--- src/rtl/ddr_wir_pkg.sv ---
package ddr_wir_pkg;

  typedef enum logic [1:0] {
    CMD_NOP   = 2'd0,
    CMD_WRITE = 2'd1,
    CMD_READ  = 2'd2
  } cmd_e;

  // Recovery gap actually applied: at least one idle beat slot.
  function automatic int twtr_eff(input int cfg);
    return (cfg < 1) ? 1 : cfg;
  endfunction

  // Cycles from read acceptance (at write phase ph) to the READ command.
  function automatic int rd_wait(input int ph, input int t, input int bl);
    int lim;
    if (ph <= bl) return t + 1;
    lim = bl + t + 1;
    return (lim > ph) ? (lim - ph) : 1;
  endfunction

  // Beats already on the bus unmasked when a read is accepted at phase ph.
  function automatic int commit_of(input int ph, input int bl);
    return (ph < bl) ? ph : bl;
  endfunction

endpackage

--- src/rtl/wir_wr_track.sv ---
module wir_wr_track #(
  parameter int DW     = 16,
  parameter int BA     = 2,
  parameter int AW     = 12,
  parameter int BL     = 8,
  parameter int PHW    = 5,
  parameter int PH_SAT = 17
) (
  input  logic             clk,
  input  logic             rst_n,
  input  logic             wr_take,
  input  logic [BA-1:0]    wr_bank,
  input  logic [AW-1:0]    wr_addr,
  input  logic [BL*DW-1:0] wr_burst_data,
  output logic [PHW-1:0]   ph_q,
  output logic             beat_on,
  output logic [DW-1:0]    beat_word,
  output logic [BA-1:0]    wr_bank_q,
  output logic [AW-1:0]    wr_addr_q
);

  localparam logic [PHW-1:0] SAT_V = PHW'(PH_SAT);
  localparam logic [PHW-1:0] BL_V  = PHW'(BL);

  logic [BL*DW-1:0] data_q;
  logic [DW-1:0]    words [BL];

  always_ff @(posedge clk) begin
    if (!rst_n) begin
      ph_q      <= SAT_V;
      data_q    <= '0;
      wr_bank_q <= '0;
      wr_addr_q <= '0;
    end else if (wr_take) begin
      ph_q      <= '0;
      data_q    <= wr_burst_data;
      wr_bank_q <= wr_bank;
      wr_addr_q <= wr_addr;
    end else if (ph_q < SAT_V) begin
      ph_q <= ph_q + PHW'(1);
    end
  end

  for (genvar g = 0; g < BL; g++) begin : g_word
    assign words[g] = data_q[g*DW +: DW];
  end

  assign beat_on = (ph_q >= PHW'(1)) && (ph_q <= BL_V);

  always_comb begin
    beat_word = '0;
    for (int k = 0; k < BL; k++) begin
      if (ph_q == PHW'(k + 1)) beat_word = words[k];
    end
  end

endmodule

--- src/rtl/wir_rd_sched.sv ---
module wir_rd_sched
  import ddr_wir_pkg::*;
#(
  parameter int BA   = 2,
  parameter int AW   = 12,
  parameter int BL   = 8,
  parameter int CL   = 3,
  parameter int PHW  = 5,
  parameter int TEW  = 4,
  parameter int RPHW = 4,
  parameter int CW   = 4
) (
  input  logic            clk,
  input  logic            rst_n,
  input  logic            rd_take,
  input  logic [BA-1:0]   rd_bank,
  input  logic [AW-1:0]   rd_addr,
  input  logic [PHW-1:0]  ph_q,
  input  logic [TEW-1:0]  t_eff,
  output logic            rd_pend,
  output logic            rd_act,
  output logic [RPHW-1:0] rph,
  output logic            rd_issue,
  output logic            intr_q,
  output logic [CW-1:0]   cc_q,
  output logic [BA-1:0]   rd_bank_q,
  output logic [AW-1:0]   rd_addr_q
);

  localparam logic [RPHW-1:0] RPH_LAST = RPHW'(CL + BL - 1);
  localparam logic [PHW-1:0]  BL_V     = PHW'(BL);

  logic [PHW-1:0] wcnt;
  int             wait_n;

  always_comb wait_n = rd_wait(int'(ph_q), int'(t_eff), BL);

  always_ff @(posedge clk) begin
    if (!rst_n) begin
      rd_pend   <= 1'b0;
      rd_act    <= 1'b0;
      rph       <= '0;
      wcnt      <= '0;
      intr_q    <= 1'b0;
      cc_q      <= '0;
      rd_bank_q <= '0;
      rd_addr_q <= '0;
    end else if (rd_take) begin
      rd_bank_q <= rd_bank;
      rd_addr_q <= rd_addr;
      intr_q    <= (ph_q < BL_V);
      cc_q      <= CW'(commit_of(int'(ph_q), BL));
      if (wait_n == 1) begin
        rd_act <= 1'b1;
        rph    <= '0;
      end else begin
        rd_pend <= 1'b1;
        wcnt    <= PHW'(wait_n - 2);
      end
    end else if (rd_pend) begin
      if (wcnt == '0) begin
        rd_pend <= 1'b0;
        rd_act  <= 1'b1;
        rph     <= '0;
      end else begin
        wcnt <= wcnt - PHW'(1);
      end
    end else if (rd_act) begin
      if (rph == RPH_LAST) rd_act <= 1'b0;
      else                 rph    <= rph + RPHW'(1);
    end
  end

  assign rd_issue = rd_act && (rph == '0);

endmodule

--- src/rtl/wir_bus_ctl.sv ---
module wir_bus_ctl #(
  parameter int DW   = 16,
  parameter int BL   = 8,
  parameter int CL   = 3,
  parameter int PHW  = 5,
  parameter int RPHW = 4,
  parameter int CW   = 4
) (
  input  logic [PHW-1:0]  ph_q,
  input  logic            beat_on,
  input  logic [DW-1:0]   beat_word,
  input  logic            rd_pend,
  input  logic            rd_act,
  input  logic [RPHW-1:0] rph,
  input  logic            rd_issue,
  input  logic            intr_q,
  input  logic [CW-1:0]   cc_q,
  output logic [DW-1:0]   dq_out,
  output logic            dq_oe,
  output logic            dqs_oe,
  output logic            dqs_run,
  output logic            dm,
  output logic            rd_capture,
  output logic            commit_vld,
  output logic [CW-1:0]   commit_cnt,
  output logic            released
);

  localparam logic [RPHW-1:0] RPH_CAP0 = RPHW'(CL);
  localparam logic [RPHW-1:0] RPH_CAP1 = RPHW'(CL + BL - 1);
  localparam logic [PHW-1:0]  BL_V     = PHW'(BL);

  logic drive;
  logic rd_busy;
  logic full_done;

  assign rd_busy   = rd_pend || rd_act;
  assign released  = rd_act && (rph >= RPHW'(2));
  assign drive     = beat_on && !released;
  assign dq_oe     = drive;
  assign dqs_oe    = drive;
  assign dm        = drive && rd_busy;
  assign dqs_run   = drive && !rd_busy;
  assign dq_out    = drive ? beat_word : '0;

  assign rd_capture = rd_act && (rph >= RPH_CAP0) && (rph <= RPH_CAP1);

  assign full_done  = (ph_q == BL_V) && !rd_busy;
  assign commit_vld = full_done || (rd_issue && intr_q);
  assign commit_cnt = full_done ? CW'(BL) : (commit_vld ? cc_q : '0);

endmodule

--- src/rtl/ddr_wr_intr_seq.sv ---
module ddr_wr_intr_seq
  import ddr_wir_pkg::*;
#(
  parameter int DW = 16,
  parameter int BA = 2,
  parameter int AW = 12,
  parameter int BL = 8,
  parameter int CL = 3,
  parameter int TW = 3
) (
  input  logic                     clk,
  input  logic                     rst_n,
  input  logic [TW-1:0]            cfg_twtr,
  input  logic                     wr_req,
  input  logic [BA-1:0]            wr_bank,
  input  logic [AW-1:0]            wr_addr,
  input  logic [BL*DW-1:0]         wr_burst_data,
  output logic                     wr_ready,
  input  logic                     rd_req,
  input  logic [BA-1:0]            rd_bank,
  input  logic [AW-1:0]            rd_addr,
  output logic                     rd_ready,
  output logic [1:0]               cmd_code,
  output logic [BA-1:0]            cmd_bank,
  output logic [AW-1:0]            cmd_addr,
  output logic [DW-1:0]            dq_out,
  output logic                     dq_oe,
  output logic                     dqs_oe,
  output logic                     dqs_run,
  output logic                     dm,
  output logic                     rd_capture,
  output logic                     commit_vld,
  output logic [$clog2(BL+1)-1:0]  commit_cnt
);

  localparam int PH_SAT = BL + (1 << TW) + 1;
  localparam int PHW    = $clog2(PH_SAT + 1);
  localparam int TEW    = TW + 1;
  localparam int RPHW   = $clog2(CL + BL);
  localparam int CW     = $clog2(BL + 1);
  localparam logic [PHW-1:0] BL_V = PHW'(BL);

  // Named internal events, observed by the bound checker.
  logic [PHW-1:0]  ph_q;
  logic            beat_on;
  logic [DW-1:0]   beat_word;
  logic [BA-1:0]   wr_bank_q;
  logic [AW-1:0]   wr_addr_q;
  logic            rd_pend;
  logic            rd_act;
  logic [RPHW-1:0] rph;
  logic            rd_issue;
  logic            intr_q;
  logic [CW-1:0]   cc_q;
  logic [BA-1:0]   rd_bank_q;
  logic [AW-1:0]   rd_addr_q;
  logic            released;
  logic            wr_take;
  logic            rd_take;
  logic [TEW-1:0]  t_eff;
  cmd_e            cmd;

  assign t_eff    = TEW'(twtr_eff(int'(cfg_twtr)));
  assign wr_ready = (ph_q >= BL_V) && !rd_pend && !rd_act;
  assign wr_take  = wr_req && wr_ready;
  assign rd_ready = !rd_pend && !rd_act && !wr_take;
  assign rd_take  = rd_req && rd_ready;

  wir_wr_track #(
    .DW(DW), .BA(BA), .AW(AW), .BL(BL), .PHW(PHW), .PH_SAT(PH_SAT)
  ) u_wr (
    .clk(clk), .rst_n(rst_n), .wr_take(wr_take),
    .wr_bank(wr_bank), .wr_addr(wr_addr), .wr_burst_data(wr_burst_data),
    .ph_q(ph_q), .beat_on(beat_on), .beat_word(beat_word),
    .wr_bank_q(wr_bank_q), .wr_addr_q(wr_addr_q)
  );

  wir_rd_sched #(
    .BA(BA), .AW(AW), .BL(BL), .CL(CL), .PHW(PHW), .TEW(TEW),
    .RPHW(RPHW), .CW(CW)
  ) u_rd (
    .clk(clk), .rst_n(rst_n), .rd_take(rd_take),
    .rd_bank(rd_bank), .rd_addr(rd_addr), .ph_q(ph_q), .t_eff(t_eff),
    .rd_pend(rd_pend), .rd_act(rd_act), .rph(rph), .rd_issue(rd_issue),
    .intr_q(intr_q), .cc_q(cc_q), .rd_bank_q(rd_bank_q), .rd_addr_q(rd_addr_q)
  );

  wir_bus_ctl #(
    .DW(DW), .BL(BL), .CL(CL), .PHW(PHW), .RPHW(RPHW), .CW(CW)
  ) u_bus (
    .ph_q(ph_q), .beat_on(beat_on), .beat_word(beat_word),
    .rd_pend(rd_pend), .rd_act(rd_act), .rph(rph), .rd_issue(rd_issue),
    .intr_q(intr_q), .cc_q(cc_q),
    .dq_out(dq_out), .dq_oe(dq_oe), .dqs_oe(dqs_oe), .dqs_run(dqs_run),
    .dm(dm), .rd_capture(rd_capture), .commit_vld(commit_vld),
    .commit_cnt(commit_cnt), .released(released)
  );

  always_comb begin
    cmd      = CMD_NOP;
    cmd_bank = '0;
    cmd_addr = '0;
    if (ph_q == '0) begin
      cmd      = CMD_WRITE;
      cmd_bank = wr_bank_q;
      cmd_addr = wr_addr_q;
    end else if (rd_issue) begin
      cmd      = CMD_READ;
      cmd_bank = rd_bank_q;
      cmd_addr = rd_addr_q;
    end
  end

  assign cmd_code = cmd;

endmodule

--- config.mk ---
export PLATFORM = sky130hd
export DESIGN_NAME = ddr_wr_intr_seq
export DESIGN_NICKNAME = d
export VERILOG_FILES = /design/src/rtl/ddr_wir_pkg.sv /design/src/rtl/wir_wr_track.sv /design/src/rtl/wir_rd_sched.sv /design/src/rtl/wir_bus_ctl.sv /design/src/rtl/ddr_wr_intr_seq.sv
export SDC_FILE = /design/constraint.sdc
export NUM_CORES = 1
export LEC_CHECK = 0
export CORE_UTILIZATION = 45
export DETAILED_ROUTE_END_ITERATION = 7
export PLACE_DENSITY = 0.84
export SYNTH_ARGS = -nofsm -noshare
export SYNTH_HDL_FRONTEND = slang
export SYNTH_HIERARCHICAL = 1
export SYNTH_SLANG_ARGS = --single-unit
--- constraint.sdc ---
create_clock -name clk -period 7.7 [get_ports clk]
set_input_delay 1.54 -clock clk [delete_from_list [all_inputs] [get_ports clk]]
set_output_delay 1.54 -clock clk [all_outputs]
set_load 0.03 [all_outputs]
# Yosys cells after proc, flatten, opt, wreduce, memory -nomap -nowiden
# Cells that the tools add are included.
# classes
addsub	8
magnitude_cmp	12
eq_ne	15
muxes	45
bitwise_logic	1
reduce_logical	33
# ops
operator	count
$mux W16	9
$mux W32	3
$mux W4	9
$add A32 B2 Y32 const B	1
$eq A32 B2 Y1 const B	1
$gt A32 B6 Y1	1
$sub A32 B6 Y32	1
$mux W5	6
$mux W12	2
$eq A5 B3 Y1 const B	4
$logic_and A1 B1 Y1	16
$mux W1	11
$eq A5 B2 Y1 const B	2
$le A5 B4 Y1 const B	2
$logic_not A5 Y1	2
$lt A5 B4 Y1 const B	2
$ge A4 B2 Y1 const B	2
$mux W2	4
$add A4 B3 Y5 const A	1
$add A5 B1 Y5 const B	1
$eq A5 B1 Y1 const B	1
$eq A5 B4 Y1 const B	1
$ge A5 B1 Y1 const B	1
$ge A5 B4 Y1 const B	1
other kinds (23)	30
# word_totals
regBits	177
in_bits	163
output_inout_bits	44
elab_cells	127

# Depth between registers and ports, before layout
# depth
ltp_word	10
mapped_depth	12
mapped_depth_nobuf	12

# Hierarchy
# The synthesis kept the hierarchy.
# modules_own_cells
module	n_inst	cells_per_inst	area_per_inst_um2	seq_area_each_um2
wir_wr_track	1	693	6787.8	2942.8
wir_rd_sched	1	216	1863.0	600.6
ddr_wr_intr_seq	1	55	344.1	0.0
wir_bus_ctl	1	40	289.0	0.0

# Worst setup path before layout
# No wires, ideal clock.
# synth_path
path_type	input to register
startpoint	in cfg_twtr[2]
endpoint	reg u_rd.wcnt[2]
setup_ns	0.070
arrival_ns	3.954
required_time_ns	7.630
path_slack_ns	3.676
cell_stages	12
n_path_buf	0
path_cell_list	o21bai_1 ha_1 xor2_1 ha_1 and3_1 and3_1 a211oi_4 a22oi_1 ha_1 inv_1 o211ai_1 a21boi_1
# synth_between
elab_chain_len	10
word_cells_on_any_way	16
classes_between	add/sub: 5; order compare: 2; eq/ne: 2; mux: 6; reduce/logical: 1
# synth_rtl
element	line	text
start, declared	ddr_wr_intr_seq.sv:13	input logic [TW-1:0] cfg_twtr,
$lt A3 B1 Y1	ddr_wir_pkg.sv:11	return (cfg < 1) ? 1 : cfg;
$mux W3 (*)	ddr_wir_pkg.sv:11	
$add A4 B3 Y5	ddr_wir_pkg.sv:18	lim = bl + t + 1;
$add A32 B2 Y32	ddr_wir_pkg.sv:18	
$sub A32 B6 Y32 or $gt A32 B6 Y1 (tied branches)	ddr_wir_pkg.sv:19	return (lim > ph) ? (lim - ph) : 1;
$mux W32	ddr_wir_pkg.sv:19	
$mux W32 (*)	ddr_wir_pkg.sv:18	
$sub A5 B3 Y5 or $eq A32 B2 Y1 (tied branches)	wir_rd_sched.sv:58, wir_rd_sched.sv:53	
$mux W5 or $ne A2 B2 Y1 (tied branches)	n/a	
$mux W5 or $reduce_and A3 Y1 (tied branches)	n/a	
end signal, assigned	wir_rd_sched.sv:58	wcnt <= PHW'(wait_n - 2);
end signal, assigned	wir_rd_sched.sv:66	wcnt <= wcnt - PHW'(1);
end, declared	wir_rd_sched.sv:33	logic [PHW-1:0] wcnt;
# Every way passes the cells marked *; elsewhere a longest branch is shown, timed or not. The select of a mux whose other input is x is not followed.
# A chain may end at the register's enable or synchronous reset.

# Worst setup path in the final report
# layout_path
startpoint	reg u_wr.ph_q[1]
endpoint	out dq_out[12]
# layout_between
elab_chain_len	10
word_cells_on_any_way	21
classes_between	order compare: 2; eq/ne: 8; mux: 9; reduce/logical: 2
# layout_rtl
element	line	text
start, declared	wir_wr_track.sv:15	output logic [PHW-1:0] ph_q,
start signal, assigned	wir_wr_track.sv:40	ph_q <= ph_q + PHW'(1);
$eq A5 B1 Y1	wir_wr_track.sv:53	if (ph_q == PHW'(k + 1)) beat_word = words[k];
$mux W16 (7 in series)	wir_wr_track.sv:53	
$mux W16 (*)	wir_wr_track.sv:53	
net beat_word[12]	ddr_wr_intr_seq.sv:46	logic [DW-1:0] beat_word;
$mux W16 (*)	wir_bus_ctl.sv:44	assign dq_out = drive ? beat_word : '0;
end, declared	ddr_wr_intr_seq.sv:26	output logic [DW-1:0] dq_out,
# Mark *: on every way through the listed nets, which the timed path passes. The rest lies on a longest branch.

==> metrics <==
die height=around 150 um; vias in the first global route=7233; Hold WC Path Type=reg -> reg; Final Setup Violations=0; DR vias=~7800; die footprint=around 21000 sq um; DR vias/cell=around 5.4; Final ANT Viol Nets=0; RSZ-0062 raised after global routing=no; clk sinks=177; EDFF count, synth=0; PnR worst setup slack=between 2000 and 2500 ps; ys flop type=dfxtp_1; Placed Cells=about 1400; Post-Route WL=approximately 26000 um; CTS tree=yes; final slew viol count=0; Syn Inst Count=about 1000; status=completed; Post-CTS Hold Buffers=0; Syn Area/Cell=9.25 sq um; fraction of layout cells with a size suffix above 1=0.0567; fin cells=around 1500; Pwr Density=roughly 280 nW/um^2; ys async rst share=0; Initial Utilization=0.459; Worst Path Arrival=a little over 4000 ps; worst-path maximum fanout=21; worst vdd ir=between 0.2 and 0.3 mV; last weighted congestion value of the routability-driven placer=approximately 0.88; final setup TNS=0 ps; FF+latch count, synth=roughly 180; required time of the critical path=just over 6000 ps; Core ar.=about 20000 sq um; Routed wire per std cell=approximately 18 um; setup bufs post-CTS=0; Root Buffer=clkbuf_16; CP Launch Type=flip-flop; clk buf depth=2; Seq/Total Area, Yosys=0.382; detailed placement HPWL=17900 um; CP Class=reg -> out; CP endpoint kind=output port; global-route wire length before repair=39900 um; Synth cell types=72; YS warnings=6; CTS buffer count=17; largest net degree at the start of global routing=around 150; Slew HR=0.195; Place WS=around 2600 ps; clk slew on worst S/H paths=around 70 ps; Worst Skew=around 10 ps; Nets=between 1000 and 1500; Fmax=178 MHz; max_cap viols=0; Final Hold Fails=0; H-tree levels=4; Slew @ Worst Pin=approximately 1200 ps; Rows=52; GRT overflow=0; Gates resized, CTS repair=0; diodes inserted=0; period utilization=0.729; Port Buffers=between 200 and 250; post-synthesis cell area=slightly above 9000 sq um; Worst-Skew Late Latency=430 ps; commonest non-fill, non-tap cells in the layout=205 x clkdlybuf4s50_1, 177 x dfxtp_1, 175 x mux2i_1; Leak Pwr=roughly 0.0043 uW; Period minus WS final=~5600 ps; die width=146 um; drt first pass iters=7; Top Ports=between 200 and 250; initial antenna violation count=0; layout filler cell count=about 1700; starting DRC count in detailed routing=460; Worst R2R Setup Slack=between 4000 and 5000 ps; Layout area overhead=28.9%; Post-route DRC=0; most common cell after layout, fill and taps aside=clkdlybuf4s50_1; total track usage=0.239
[flip-flops by register name, indices dropped and copies added (netlist names), 2 cells and up]
signal and flops:
u_rd/rd_bank_q 2, u_rd/rd_addr_q 12, u_wr/ph_q 5, u_wr/wr_addr_q 12
u_wr/data_q 128, u_rd/cc_q 4, u_wr/wr_bank_q 2, u_rd/wcnt 5
u_rd/rph 4
[cell usage after synthesis, types with 4 or more instances]
cell type	count	share of area
buf_2	26	0.014
nand2_1	95	0.038
buf_4	9	0.0073
clkbuf_1	31	0.013
o221ai_1	26	0.025
dfxtp_1	177	0.38
ha_1	16	0.022
nand2b_1	4	0.0027
nor2_1	31	0.013
a22oi_1	4	0.0032
and3_2	8	0.0065
inv_1	32	0.013
a2111oi_0	13	0.012
a31oi_1	6	0.0040
buf_6	6	0.0073
o21ai_0	28	0.015
o211ai_1	22	0.018
a21oi_1	23	0.012
a21boi_0	7	0.0057
xor2_1	6	0.0057
nand3_1	14	0.0075
and3_1	12	0.0081
nor2b_1	160	0.11
nand3b_1	4	0.0032
mux2i_1	175	0.19
nand4_1	4	0.0027
[per-layer routing]
layer	vias to the layer above	routed length, um	track usage
li1	3822	-	-
met1	3653	11900	0.330
met2	293	11600	0.371
met3	30	1580	0.0483
met4	0	549	0.0847
met5	-	0	0
[stage by stage]
stage	area (sq um)	hold WS (ps)	power (uW)	utilization
floorplan	9300	438	2200	-
global placement	11400	449	2540	0.563
detailed placement	11400	460	2570	0.563
CTS	12000	470	3410	0.591
global route	12000	496	3580	0.591
finish	12000	471	3410	0.591
[cell families (layout without fill, tap and decap cells)]
logic type | count (synthesis) | count (layout) | synth area share
XOR/XNOR | 9 | 9 | 0.00849
other | 1 | 5 | 0.000404
AND/OR/NAND/NOR | 362 | 362 | 0.218
adder cells (fa/ha/maj) | 17 | 17 | 0.0237
AO/OA/AOI/OAI | 156 | 156 | 0.124
multiplexers | 175 | 175 | 0.189
flip-flops | 177 | 177 | 0.382
buffers and inverters | 107 | 280 | 0.0553
[critical path, stage by stage (launching register included)]
cell and delay [ps]:
dfxtp_1 720, ha_1 790, inv_2 320, nand2_1 470
o221ai_1 230, o211ai_1 240, and3_1 190, clkdlybuf4s50_1 670
[area by class of cell]
class,count,area [sq um],share of cell area
Tap cell,270,338,0.0282
Inverter,34,128,0.0107
Sequential cell,177,3540,0.296
Multi-Input combinational cell,724,5260,0.440
Timing Repair Buffer,214,2130,0.178
Clock buffer,21,470,0.0393
Clock inverter,11,92.6,0.00774
[power by group]
| group | internal, uW | switching (uW) |
|---|---|---|
| clock | 446 | 386 |
| combinational | 593 | 733 |
| sequential | 1090 | 157 |
| total | 2130 | 1280 |
[path summary, 6_finish.rpt]
check | from | to | cells after the start
worst max-delay path | u_wr/ph_q[1] | dq_out[12] | 7
worst min-delay path | u_rd/wcnt[1] | u_rd/wcnt[1] | 2
worst max register to register | u_wr/ph_q[4] | u_wr/data_q[13] | 6
worst min register to register | u_rd/wcnt[1] | u_rd/wcnt[1] | 2
(Power assumes the default switching activity.)
